--- config.mk ---
export PLATFORM = sky130hd
export DESIGN_NAME = blk_xlate_match
export DESIGN_NICKNAME = d
export VERILOG_FILES = /design/src/rtl/blk_xlate_match.sv
export SDC_FILE = /design/constraint.sdc
export NUM_CORES = 1
export LEC_CHECK = 0
export BUFFER_PORTS_ARGS = -buffer_cell sky130_fd_sc_hd__buf_4
export CORE_ASPECT_RATIO = 2
export CORE_MARGIN = 2
export CORE_UTILIZATION = 40
export CTS_CLUSTER_DIAMETER = 200
export DETAILED_ROUTE_END_ITERATION = 6
export SETUP_SLACK_MARGIN = 0.1
export SLEW_MARGIN = 20
export SYNTH_ARGS = -nofsm -noshare
export SYNTH_HDL_FRONTEND = slang
export SYNTH_SLANG_ARGS = --single-unit
--- constraint.sdc ---
create_clock -name clk -period 4 [get_ports clk]
set_input_delay 0.6 -clock clk [delete_from_list [all_inputs] [get_ports clk]]
set_output_delay 0.6 -clock clk [all_outputs]
set_load 0.1 [all_outputs]
--- src/rtl/blk_xlate_match.sv ---
module blk_xlate_match #(
  parameter int N_ENT = 4,
  parameter int PAGE_BITS = 12,
  localparam int IW = (N_ENT > 1) ? $clog2(N_ENT) : 1
) (
  input  logic          clk,
  input  logic          rst_n,
  input  logic          legacy_mode,
  input  logic          wr_en,
  input  logic          wr_side,
  input  logic          wr_upper,
  input  logic [IW-1:0] wr_idx,
  input  logic [31:0]   wr_data,
  input  logic          req_valid,
  output logic          req_ready,
  input  logic          req_fetch,
  input  logic          req_user,
  input  logic [31:0]   req_ea,
  output logic          rsp_valid,
  input  logic          rsp_ready,
  output logic          rsp_hit,
  output logic [31:0]   rsp_raddr,
  output logic          rsp_rd,
  output logic          rsp_wr,
  output logic          rsp_ex
);
  localparam logic [31:0] EPI_M = 32'hFFFE_0000;
  localparam logic [31:0] PG_M  = ~((32'd1 << PAGE_BITS) - 32'd1);

  logic [31:0] iu [N_ENT];
  logic [31:0] il [N_ENT];
  logic [31:0] du [N_ENT];
  logic [31:0] dl [N_ENT];

  always_ff @(posedge clk or negedge rst_n) begin
    if (!rst_n) begin
      for (int k = 0; k < N_ENT; k++) begin
        iu[k] <= '0;
        il[k] <= '0;
        du[k] <= '0;
        dl[k] <= '0;
      end
    end else if (wr_en) begin
      case ({wr_side, wr_upper})
        2'b01:   iu[wr_idx] <= wr_data;
        2'b00:   il[wr_idx] <= wr_data;
        2'b11:   du[wr_idx] <= wr_data;
        default: dl[wr_idx] <= wr_data;
      endcase
    end
  end

  logic [N_ENT-1:0] hit_v;
  logic [31:0]      ra   [N_ENT];
  logic [2:0]       perm [N_ENT];

  for (genvar g = 0; g < N_ENT; g++) begin : g_ent
    logic [31:0] u, l, std_mask, leg_mask, mask;
    logic [1:0]  spp, lpp;
    logic        key;
    assign u = req_fetch ? iu[g] : du[g];
    assign l = req_fetch ? il[g] : dl[g];
    assign std_mask = (req_user ? u[0] : u[1]) ? (EPI_M & ~((u & 32'h0000_1FFC) << 15)) : '0;
    assign leg_mask = l[6] ? (EPI_M & ~((l & 32'h0000_003F) << 17)) : '0;
    assign mask = legacy_mode ? leg_mask : std_mask;
    assign hit_v[g] = (mask != '0) && ((req_ea & mask) == (u & EPI_M));
    assign ra[g] = ((l & mask) | (req_ea & ~mask)) & PG_M;
    assign spp = l[1:0];
    assign lpp = u[1:0];
    assign key = req_user ? u[2] : u[3];
    assign perm[g] = legacy_mode
      ? {!(key && lpp == 2'd0), (key ? (lpp == 2'd2) : (lpp != 2'd3)), 1'b1}
      : {spp != 2'd0, spp == 2'd2, spp != 2'd0};
  end

  logic        any_hit;
  logic [31:0] sel_ra;
  logic [2:0]  sel_perm;

  always_comb begin
    any_hit  = 1'b0;
    sel_ra   = '0;
    sel_perm = '0;
    for (int k = N_ENT - 1; k >= 0; k--) begin
      if (hit_v[k]) begin
        any_hit  = 1'b1;
        sel_ra   = ra[k];
        sel_perm = perm[k];
      end
    end
  end

  assign req_ready = !rsp_valid || rsp_ready;

  always_ff @(posedge clk or negedge rst_n) begin
    if (!rst_n) begin
      rsp_valid <= 1'b0;
      rsp_hit   <= 1'b0;
      rsp_raddr <= '0;
      {rsp_rd, rsp_wr, rsp_ex} <= '0;
    end else if (req_ready) begin
      rsp_valid <= req_valid;
      if (req_valid) begin
        rsp_hit   <= any_hit;
        rsp_raddr <= sel_ra;
        {rsp_rd, rsp_wr, rsp_ex} <= sel_perm;
      end
    end
  end

  p_miss_zero_r10: assert property (@(posedge clk) disable iff (!rst_n)
    (rsp_valid && !rsp_hit) |-> (rsp_raddr == '0 && !rsp_rd && !rsp_wr && !rsp_ex));

  p_page_align_r6: assert property (@(posedge clk) disable iff (!rst_n)
    rsp_valid |-> (rsp_raddr[PAGE_BITS-1:0] == '0));

  p_accept_r11: assert property (@(posedge clk) disable iff (!rst_n)
    (req_valid && req_ready) |=> rsp_valid);

  p_hold_r11: assert property (@(posedge clk) disable iff (!rst_n)
    (rsp_valid && !rsp_ready) |=> (rsp_valid && $stable(rsp_hit) && $stable(rsp_raddr)
                                   && $stable({rsp_rd, rsp_wr, rsp_ex})));

  p_wr_has_rd_r8: assert property (@(posedge clk) disable iff (!rst_n)
    (rsp_valid && rsp_wr) |-> rsp_rd);
endmodule

## After elaboration in Yosys (flattened, before gate mapping)

Index checks and enable logic that the tools add are counted.
Widths: inputs -> output; s select.

| operators by class | value |
|---|---|
| magnitude comparators | 2 |
| equal/unequal tests | 18 |
| mux-type cells | 54 |
| bitwise logic cells | 30 |
| reductions and logical operators | 34 |

Operators by type and width:

| operator | count |
|---|---|
| $mux 32 | 25 |
| $bwmux 128 | 4 |
| $and 32x32->32 | 12 |
| $eq 32x32->1 | 4 |
| $not 23->32 | 4 |
| $not 28->32 | 4 |
| $not 32->32 | 4 |
| $or 32x32->32 | 4 |
| $reduce_bool 32->1 | 4 |
| $demux 32 s2 | 1 |
| $mux 3 | 8 |
| $eq 2x2->1 const B | 9 |
| $mux 1 | 16 |
| $logic_not 2->1 | 5 |
| $reduce_and 2->1 | 5 |
| $logic_and 1x1->1 | 9 |
| $ne 2x2->1 const B | 4 |
| $reduce_bool 2->1 | 4 |
| $logic_not 1->1 | 5 |
| $ge 3x3->1 const B | 1 |
| $lt 3x1->1 const B | 1 |
| $not 2->3 | 1 |
| $reduce_or 3->1 | 1 |
| $eq 2x1->1 const B | 1 |
| other kinds (2) | 2 |

| storage, ports and cells | value |
|---|---|
| register bits | 549 |
| input port bits | 76 |
| output and inout port bits | 38 |
| word-level logic and storage cells | 160 |

## Longest topological paths before layout

Gate-level depths: netlist of run 1.

| depth | value |
|---|---|
| word-level depth | 11 |
| gate-level depth with buffers | 16 |

## Worst setup path before layout of run 1

No wires, ideal clock.

| path | value |
|---|---|
| kind | input port to flip-flop |
| start | input port req_fetch |
| end | register rsp_raddr[17] |
| arrival time | 3179 ps |
| setup slack | 729 ps |
| stages | 13 |
| path through | buf_6 buf_12 buf_6 buf_4 buf_2 mux2i_1 o2111ai_1 xor2_1 nor4b_2 nand3_4 or3_1 o311a_1 o31ai_2 |

| between the ends | value |
|---|---|
| longest elaborated chain between the ends | 11 |
| elaborated cells between the ends (all ways) | 68 |
| those cells by class | eq/ne (4); mux (28); bitwise (28); reduce/logical (8) |

Ends and longest elaborated chain:

| what | line | text |
|---|---|---|
| from (decl) | 16 | `input logic req_fetch,` |
| $mux 32, on equally long branches | 61, 62 |  |
| $mux 1 (tied with other cells) | 63 | `assign std_mask = (req_user ? u[0] : u[1]) ? (EPI_M & ~((u & 32'h0000_1FFC) << 15)) : '0;` |
| $mux 32, on equally long branches | 63, 64 |  |
| $mux 32 | 65 | `assign mask = legacy_mode ? leg_mask : std_mask;` |
| $and 32x32->32 / $not 32->32 (equally long branches) | 66, 67 |  |
| $eq 32x32->1 / $and 32x32->32 (equally long branches) | 66, 67 |  |
| $logic_and 1x1->1 / $or 32x32->32 (equally long branches) | 66, 67 |  |
| $mux 32 (3 in a row) | 85 | `if (hit_v[k]) begin` |
| $mux 32 (*) | 85 |  |
| to (signal assigned) | 105 | `rsp_raddr <= sel_ra;` |
| to (decl) | 22 | `output logic [31:0] rsp_raddr,` |

Every way passes the cells marked *; elsewhere a longest branch is shown, timed or not.
A chain may end at the register's enable or synchronous reset.

## Final worst setup path of run 1

| path | value |
|---|---|
| start | input port req_fetch |
| end | register rsp_ex |

| between the ends | value |
|---|---|
| longest elaborated chain between the ends | 11 |
| elaborated cells between the ends (all ways) | 60 |
| those cells by class | eq/ne (4); mux (32); bitwise (12); reduce/logical (12) |

Ends and longest elaborated chain:

| what | line | text |
|---|---|---|
| $mux 32, on equally long branches | 61, 62 |  |
| $mux 1 (tied with other cells) | 63 |  |
| $mux 32, on equally long branches | 63, 64 |  |
| $mux 32 | 65 |  |
| $and 32x32->32 | 66 | `assign hit_v[g] = (mask != '0) && ((req_ea & mask) == (u & EPI_M));` |
| $eq 32x32->1 | 66 |  |
| $logic_and 1x1->1 | 66 |  |
| $mux 3 (3 in a row) | 85 |  |
| $mux 3 (*) | 85 |  |
| to (signal assigned) | 106 | `{rsp_rd, rsp_wr, rsp_ex} <= sel_perm;` |
| to (decl) | 25 | `output logic rsp_ex` |

Marked as above.

==> impl_metrics.csv, run 1 <==
group,metric,value,unit
layout,area_growth,14.6,%
power_and_ir_drop,power_leakage,10.9,nW
layout,antenna_cells,0,
detailed_routing,drt-met1-wl,25900,um
sta,layout_min_cycle_time,3.46,ns
clock_tree,cts_root_buffer,"clkbuf_16",
global_routing,grtUsageTotal,0.250,
power_and_ir_drop,vdd_drop_max,0.266,mV
die,chipHeight,334,um
layout,regArea,0.0106,mm2
detailed_routing,wl_per_cell,27.1,um
yosys,synth-async-reset-ratio,1.00,
global_routing,grt_max_degree,90,
yosys,ys_types,85,
die,fp.dieW,169,um
place,io_buffers,85,
yosys,synth.cell_area,0.0218,mm2
yosys,netlist_top_cells_count,"dfrtp_1, mux2_2, mux2i_1",
sta,finalCritPeriodShare,0.864,
die,dieArea,0.0565,mm2
sta,setup_viol,0,
sta,worst_hold_slack,0.00700,ns
power_and_ir_drop,clockPowerShare,0.294,
yosys,ys_seq_area_frac,0.488,
yosys,synthFlopType,"dfrtp_1",
layout,n_fill_cell,4960,
critical_path,cp_max_fo,24,
critical_path,critical_path.cell_chain,"buf_8, buf_12, buf_12, buf_4, mux2i_1, nor2_1, nor4b_1, xor2_1, nor4bb_1, nand4_1, buf_4, o31ai_1, o21ai_0",
detailed_routing,topRoutingLayerUsed,"met5",
clock_tree,clk_pin_slew,0.07,ns
power_and_ir_drop,internal-power,8.92,mW
critical_path,critical_path.top_delay_family,"simple AND/OR/NAND/NOR gates",
clock_tree,clock_latency,0.56,ns
power_and_ir_drop,switchingPower,3.98,mW
yosys,synth_warnings,0,
outcome,status,"finished, final reports clean",
sta,clock_skew,0.0188,ns
yosys,ys_top_cells_by_area,"dfrtp_1, mux2_2, mux2i_1, nor2_1, mux4_2",
die,core,0.0542,mm2
yosys,synth_seq_cells,425,
place,place_congestion,0.935,
critical_path,max_stage_delay,0.40,ns
clock_tree,ctsResizeCount,0,
die,start_util,0.402,
yosys,yosysTopAreaCell,"dfrtp_1",
die,ios,114,
power_and_ir_drop,p_per_area,516,mW/mm2
yosys,yosysTopAreaCellShare,0.488,
place,dpl.hpwl,48500,um
sta,fin_setup_tns,0,ns
critical_path,cp_data_required_time,4.42,ns
critical_path,crit_type,"input pin to flip-flop",
global_routing,grt_overflow,0,
sta,slew_headroom,0.441,
sta,fmax,0.289,GHz
sta,rsz0062_at_grt,"no",
clock_tree,clockBufferDepth,3,
detailed_routing,remaining_drc_errors,0,
clock_tree,postCtsSetupBuffers,0,
die,num_rows,121,
critical_path,critPathLaunchType,"input pin",
layout,fin_util,0.461,
yosys,avgSynthCellArea,12.3,um2
layout,drive_above_1_share,0.383,
clock_tree,cts_buffers,38,
sta,drv_slew,0,
power_and_ir_drop,power_frac_comb,0.258,
detailed_routing,dr_wl_met3,2580,um
global_routing,first_global_vias,16200,
critical_path,reg2reg_slack,0.61,ns
job,maxCapViolations,0,
yosys,netlist_instances,1765,
clock_tree,htree_levels,2,
clock_tree,tritoncts,"done",
power_and_ir_drop,switching_share,0.308,
power_and_ir_drop,seqPwrFrac,0.448,
detailed_routing,viasPerCell,5.86,
critical_path,crit_path_end_kind,"flip-flop",
critical_path,critical_path_buf_inv_count,5,
detailed_routing,totalWireLength,69900,um
critical_path,critical-path-slowest-cell,"o31ai_1",
yosys,synth_most_common_cell,"dfrtp_1",
critical_path,worstPathArrival,3.88,ns
global_routing,grt_pass1_wl,104000,um
detailed_routing,ant_nets,0,
global_routing,antenna_found_initial,2,
hold_path,hold_path_class,"input pin to asynchronous set/reset pin",
sta,worst_slew_pin_slew,0.839,ns
clock_tree,hold_buffers,0,
layout,multiInputGateArea,0.0104,mm2
detailed_routing,vias,15100,
clock_tree,numClockSinks,425,
detailed_routing,first_pass_iters,6,
yosys,synth_edf_count,0,
layout,final_net_count,1959,
detailed_routing,dr_wl_met2,36600,um
detailed_routing,drtIter0Drc,915,
sta,hold_violations,0,
==> power by group through the flow <==
stage,combinational (mW),sequential [mW],clock (mW)
after floorplan,2.21,5.75,0
after global placement,3.23,5.78,0
after detailed placement,3.32,5.85,0
after CTS,3.33,5.77,3.87
after global routing,3.55,5.89,4.01
final,3.32,5.78,3.79
==> sequential cells by signal, summed over array words and instances, names as in the netlist <==
name and count:
rsp_valid 1, rsp_hit 1, dl 88, rsp_rd 1, rsp_ex 1, il 88
rsp_raddr 20, rsp_wr 1, iu 112, du 112
==> path summary, 6_finish.rpt <==
check / from / endpoint / cells after the start
worst max register to register: iu[97] / rsp_raddr[24] / 11
min in group clk: req_valid / rsp_valid / 2
worst min register to register: rsp_hit / rsp_hit / 1
worst min-delay path: rst_n / dl[97] / 1
max in group asynchronous: rst_n / du[38] / 2
worst max-delay path: req_fetch / rsp_ex / 13
==> final cells by class <==
cell class	count	share of cell area
multi-input combinational	1191	0.417
clock buffer	53	0.0440
tap	676	0.0339
sequential	425	0.426
inverter	20	0.00301
clock inverter	12	0.00576
timing repair buffer	207	0.0704
==> per-layer routing <==
| layer | vias to the layer above | track usage |
|---|---|---|
| li1 | 6633 | - |
| met1 | 7830 | 0.278 |
| met2 | 476 | 0.453 |
| met3 | 192 | 0.0293 |
| met4 | 4 | 0.151 |
| met5 | - | 0 |
==> cells by family after synthesis <==
| kind of cell | share of synthesized area |
|---|---|
| multiplexers | 0.305 |
| AND/OR/NAND/NOR | 0.0700 |
| buffers and inverters | 0.0389 |
| XOR/XNOR | 0.0177 |
| other | 0.000172 |
| flip-flops | 0.488 |
| AO/OA/AOI/OAI | 0.0799 |
==> placed cells by master (no fill, tap or decap), drive strengths merged, types with 5 or more instances in the layout <==
master	count
nand2b	11
mux4	22
clkinv	6
o221ai	6
nor2	122
mux2i	147
clkbuf	53
o21ai	79
or3	16
nor4b	13
mux2	415
o31ai	13
a22o	7
dfrtp	425
nor3	22
o211ai	5
a22oi	11
inv	21
a311oi	7
buf	207
nand4	6
a211oi	15
a21oi	46
nor2b	10
xnor2	20
nand2	49
a31oi	9
nand3	16
xor2	24
conb	12
nor3b	9
o21a	11
==> per-stage QoR <==
stage	area [um2]	power, mW	cells	worst slack (ns)
finish	25000	12.9	2584	0.542
global route	25000	13.5	2584	0.310
CTS	25000	13.0	2584	0.527
detailed placement	23700	9.17	2519	-0.0608
global placement	23700	9.01	2519	-0.0121
floorplan	21800	7.96	1776	0.729
No activity file was read; power rests on OpenSTA's default activity.
==> run 2, diff against run 1 <==
--- a/config.mk
+++ b/config.mk
@@ -7,10 +7,11 @@
 export LEC_CHECK = 0
 export BUFFER_PORTS_ARGS = -buffer_cell sky130_fd_sc_hd__buf_4
 export CORE_ASPECT_RATIO = 2
-export CORE_MARGIN = 2
+export CORE_MARGIN = 5
 export CORE_UTILIZATION = 40
 export CTS_CLUSTER_DIAMETER = 200
 export DETAILED_ROUTE_END_ITERATION = 6
+export PLACE_DENSITY_LB_ADDON = 0.3
 export SETUP_SLACK_MARGIN = 0.1
 export SLEW_MARGIN = 20
 export SYNTH_ARGS = -nofsm -noshare
==> run 2 against run 1 <==
Global-route usage shrank 1.7 points. First-iteration DRC count up 0.55%. Total power shrank 0.93%. Sequential power is essentially flat. Highest routed layer is now met4.
==> impl_metrics.csv, run 2 (synthesis gave the netlist of run 1 again) <==
group,metric,value,unit
detailed_routing,first_pass_iters,5,
clock_tree,postCtsSetupBuffers,0,
detailed_routing,remaining_drc_errors,0,
detailed_routing,drtIter0Drc,920,
sta,drv_slew,0,
layout,area_growth,14.6,%
sta,fin_setup_tns,0,ns
critical_path,critPathLaunchType,"input pin",
sta,rsz0062_at_grt,"no",
sta,hold_violations,0,
global_routing,antenna_found_initial,2,
clock_tree,cts_root_buffer,"clkbuf_16",
clock_tree,tritoncts,"done",
global_routing,grt_pass1_wl,105000,um
sta,clock_skew,0.0385,ns
global_routing,grtUsageTotal,0.233,
clock_tree,htree_levels,2,
layout,final_cell_mix,"dfrtp_1, mux2_2, buf_4, mux2i_1, nor2_1",
clock_tree,clk_pin_slew,0.07,ns
sta,fmax,0.296,GHz
clock_tree,clockBufferDepth,3,
place,io_buffers,85,
layout,final_common_cell,"dfrtp_1",
sta,setup_viol,0,
detailed_routing,vias,15300,
detailed_routing,ant_nets,0,
sta,finalCritPeriodShare,0.845,
place,dpl.hpwl,49500,um
detailed_routing,wl_per_cell,27.0,um
place,place_congestion,0.931,
power_and_ir_drop,power_leakage,10.9,nW
clock_tree,cts_buffers,38,
power_and_ir_drop,vdd_drop_max,0.271,mV
sta,worst_slew_pin_slew,0.926,ns
layout,n_fill_cell,4901,
critical_path,worstPathArrival,3.88,ns
die,dieArea,0.0595,mm2
sta,slew_headroom,0.383,
layout,final_net_count,1964,
clock_tree,numClockSinks,425,
detailed_routing,viasPerCell,5.92,
die,ios,114,
hold_path,hold_path_class,"input pin to asynchronous set/reset pin",
die,num_rows,121,
global_routing,grt_max_degree,106,
outcome,status,"finished, final reports clean",
critical_path,cp_max_fo,19,
layout,fin_util,0.461,
die,fp.dieW,175,um
layout,drive_above_1_share,0.386,
die,start_util,0.402,
critical_path,cp_data_required_time,4.50,ns
clock_tree,clock_latency,0.57,ns
global_routing,first_global_vias,16300,
critical_path,crit_path_end_kind,"flip-flop",
layout,reg.largest.list,"du x112, iu x112",
job,maxCapViolations,0,
clock_tree,ctsResizeCount,0,
critical_path,crit_type,"input pin to flip-flop",
power_and_ir_drop,p_per_area,512,mW/mm2
detailed_routing,totalWireLength,69900,um
global_routing,grt_overflow,0,
die,chipHeight,340,um
clock_tree,hold_buffers,0,
die,core,0.0542,mm2
sta,layout_min_cycle_time,3.38,ns
-- run 2: area by class of cell --
type	count	area [um2]	share of cell area
inverters	20	75.1	0.00301
diodes	2	5.00	0.000200
multi-input cells	1191	10400	0.417
repair buffers	212	1790	0.0719
well taps	676	846	0.0339
clock inverters	11	65.1	0.00261
clock buffers	54	1140	0.0457
flip-flops and latches	425	10600	0.426
-- run 2: final timing paths --
path / from / to / slack [ns] / cells after the start
max: req_fetch / rsp_raddr[25] / 0.62 / 12
min: rst_n / iu[102] / 0.07 / 1
max reg2reg: iu[97] / rsp_raddr[27] / 0.68 / 11
min reg2reg: dl[101] / dl[101] / 0.50 / 1
max in group asynchronous: rst_n / il[91] / 2.85 / 2
min in group clk: req_valid / rsp_valid / 0.25 / 2
-- run 2: critical path, stage by stage --
cell,delay (ns)
buf_8,0.19
buf_4,0.26
mux2i_1,0.23
a22o_1,0.58
or2_1,0.45
o211ai_1,0.22
a211oi_2,0.32
nand4b_4,0.14
nand2b_1,0.27
buf_12,0.20
o221a_1,0.27
a21oi_1,0.14
-- run 2: through the flow --
stage	std cells	area, um2	total power [mW]	hold slack, ns	worst slack [ns]
floorplan	1776	21800	7.96	0.304	0.729
CTS	2589	25000	12.8	0.135	0.684
finish	2591	25000	12.8	0.0711	0.619
global route	2590	25000	13.3	0.150	0.450
detailed placement	2524	23800	9.19	0.488	0.0966
global placement	2524	23800	9.02	0.481	0.134
-- run 2: metal layers --
metal	wire [um]	track usage
met2	36700	0.424
met3	2950	0.0294
met1	25100	0.255
met4	5160	0.145
met5	0	0
-- run 2: report_power, final --
group / total [mW] / leakage (nW) / switching (mW) / internal [mW]
Sequential: 5.78 / 5.24 / 0.534 / 5.25
Clock: 3.65 / 0.605 / 1.65 / 1.99
Combinational: 3.35 / 5.09 / 1.78 / 1.57
Total: 12.8 / 10.9 / 3.97 / 8.81
==> run 3, diff against run 2 <==
==> constraint.sdc (replaced) <==
create_clock -name clk -period 3.1 [get_ports clk]
set_input_delay 0.465 -clock clk [delete_from_list [all_inputs] [get_ports clk]]
set_output_delay 0.465 -clock clk [all_outputs]
set_load 0.1 [all_outputs]
==> run 3 against run 2 <==
The flow now finishes with violations (design-rule violations, negative setup slack). Sequential share of layout area fell by 1.7 points. Core utilization rose by 1.9 points. Worst setup slack got worse by 0.76 ns. Via count rose by 2.5%. Combinational power rose by 46%. Sequential power rose by 29%. Global-route usage rose by 0.75 points. Clock-buffer cell count rose by 5. Non-clock buffer count rose by 109. Worst hold slack improved by 0.040 ns.
==> impl_metrics.csv, run 3 (synthesis gave the netlist of run 1 again) <==
group,metric,value,unit
detailed_routing,topRoutingLayerUsed,"met4",
place,dpl.hpwl,52500,um
sta,fin_setup_tns,-2.00,ns
sta,setup_ws,-0.139,ns
sta,setup_viol,23,
layout,final_cell_mix,"dfrtp_1, mux2_2, buf_4, mux2i_1, nor2_1",
global_routing,grt_pass1_wl,107000,um
power_and_ir_drop,seqPwrFrac,0.433,
sta,worst_hold_slack,0.111,ns
layout,final_net_count,2074,
sta,hold_violations,0,
sta,fmax,0.309,GHz
die,fp.dieW,175,um
job,maxCapViolations,0,
critical_path,critical-path-slowest-cell,"or4_4",
detailed_routing,remaining_drc_errors,1,
power_and_ir_drop,power_leakage,11.5,nW
critical_path,reg2reg_slack,-0.14,ns
detailed_routing,vias,15700,
detailed_routing,drtIter0Drc,1012,
detailed_routing,dr_wl_met2,38300,um
detailed_routing,dr_wl_met3,3120,um
outcome,violations,"design-rule violations, negative setup slack",
critical_path,max_stage_delay,0.50,ns
clock_tree,cts_root_buffer,"clkbuf_16",
global_routing,grt_overflow,0,
place,io_buffers,85,
sta,layout_min_cycle_time,3.24,ns
critical_path,cp_max_fo,13,
layout,n_fill_cell,4854,
die,ios,114,
place,place_congestion,0.948,
place,place_inst,2621,
critical_path,crit_end,"rsp_raddr[30]",
clock_tree,cts_buffers,39,
power_and_ir_drop,switching_share,0.310,
critical_path,critical_path.cell_chain,"mux2_2, a222oi_1, bufbuf_16, buf_6, or4_4, a222oi_1, nor4b_4, nand3_2, buf_6, nor3b_1, o22ai_1, o21ai_0",
power_and_ir_drop,internal-power,11.9,mW
layout,area_growth,19.4,%
layout,antenna_cells,0,
critical_path,cp_data_required_time,3.52,ns
clock_tree,numClockSinks,425,
die,dieArea,0.0595,mm2
hold_path,hold_path_class,"input pin to flip-flop",
layout,multiInputGateArea,0.0105,mm2
layout,reg.largest.list,"du x112, iu x112",
critical_path,reg2reg_from,"iu[97]",
global_routing,grt_max_degree,79,
power_and_ir_drop,power_frac_comb,0.284,
power_and_ir_drop,switchingPower,5.33,mW
critical_path,worstPathArrival,3.66,ns
critical_path,reg2reg_depth,12,
die,chipHeight,340,um
sta,slew_headroom,0.533,
detailed_routing,totalWireLength,72500,um
outcome,status,"complete, but fails checks",
critical_path,crit_type,"flip-flop to flip-flop",
layout,finalNonFillerCells,2701,
detailed_routing,wl_per_cell,26.9,um
detailed_routing,drt-met1-wl,26000,um
die,num_rows,121,
critical_path,critPathLaunchType,"flip-flop",
critical_path,crit_path_end_kind,"flip-flop",
detailed_routing,first_pass_iters,7,
detailed_routing,viasPerCell,5.82,
sta,drv_slew,0,
layout,regArea,0.0106,mm2
power_and_ir_drop,vdd_drop_max,0.374,mV
clock_tree,htree_levels,2,
detailed_routing,ant_nets,0,
sta,clock_skew,0.0195,ns
layout,drive_above_1_share,0.425,
sta,worst_slew_pin_slew,0.701,ns
die,core,0.0542,mm2
layout,final_common_cell,"dfrtp_1",
power_and_ir_drop,clockPowerShare,0.284,
clock_tree,clockBufferDepth,3,
global_routing,first_global_vias,16700,
sta,finalCritPeriodShare,1.04,
global_routing,grtUsageTotal,0.241,
clock_tree,clk_pin_slew,0.07,ns
die,start_util,0.402,
power_and_ir_drop,p_per_area,662,mW/mm2
critical_path,crit_start,"iu[97]",
clock_tree,tritoncts,"done",
sta,rsz0062_at_grt,"yes",
clock_tree,clock_latency,0.57,ns
critical_path,regToRegEndpoint,"rsp_raddr[30]",
global_routing,antenna_found_initial,0,
## run 3: cell count changes in the layout (fill, tap and decap cells not counted), sizes merged, moves of 2 or more
cell,before,now
clkbuf,54,59
inv,22,20
diode,2,0
buf,212,319
clkinv,8,6
## run 3: metrics by stage
step / power [mW] / setup slack (ns) / cell area, um2 / util
final: 17.2 / -0.139 / 26000 / 0.480
after global routing: 17.9 / -0.271 / 26000 / 0.480
after CTS: 17.2 / -0.00546 / 25900 / 0.477
after detailed placement: 12.3 / -0.635 / 24600 / 0.453
after global placement: 12.1 / -0.625 / 24600 / 0.453
after floorplan: 10.3 / 0.0809 / 21900 / -
## run 3: routing by layer
layer  vias to the layer above  global-route usage
li1                       6861                   -
met1                      8117               0.267
met2                       528               0.437
met3                       212              0.0270
met4                         0               0.147
met5                         -                   0
## run 3: power by group through the flow
stage	Clock (mW)	Combinational [mW]	Sequential (mW)
3_3_place_gp	0	4.66	7.46
5_1_grt	5.14	5.21	7.60
4_1_cts	4.97	4.80	7.45
3_5_place_dp	0	4.77	7.55
2_1_floorplan	0	2.86	7.42
6_report	4.88	4.89	7.45
## run 3: worst min path at each step
stage / startpoint / end / slack [ns] / depth (start not counted)
4_1_cts: req_valid / rsp_valid / 0.09 / 2
5_1_grt: req_ea[15] / rsp_raddr[15] / 0.12 / 2
2_1_floorplan: rst_n / dl[0] / 0.17 / 0
3_3_place_gp: il[89] / il[89] / 0.48 / 1
6_report: req_valid / rsp_valid / 0.11 / 2
3_5_place_dp: dl[49] / dl[49] / 0.49 / 1
## run 3: timing repair
item | CTS | global route
cloned | 0 | 1
endpoints found under the setup margin | 24 | 24
hold buffers | 1 | 0
endpoints found under the hold margin | 63 | 0
gates resized for setup | 14 | 15
buffers inserted | 1 | 9
pin swaps | 3 | 13
## run 3: final cells by class
type | instances | share of cell area
clock buffer | 59 | 0.0455
clock inverter | 9 | 0.00289
inverter | 20 | 0.00289
multi-input combinational | 1191 | 0.403
sequential | 425 | 0.409
tap | 676 | 0.0325
timing repair buffer | 321 | 0.104
## run 3: critical path: cells and delay by family, from the launching register on
family,cells,cell delay [ns]
and+or+nand+nor,4,1.15
AOI/OAI and AO/OA,4,0.78
buffers and inverters,3,0.63
DFF,1,0.35
muxes,1,0.17
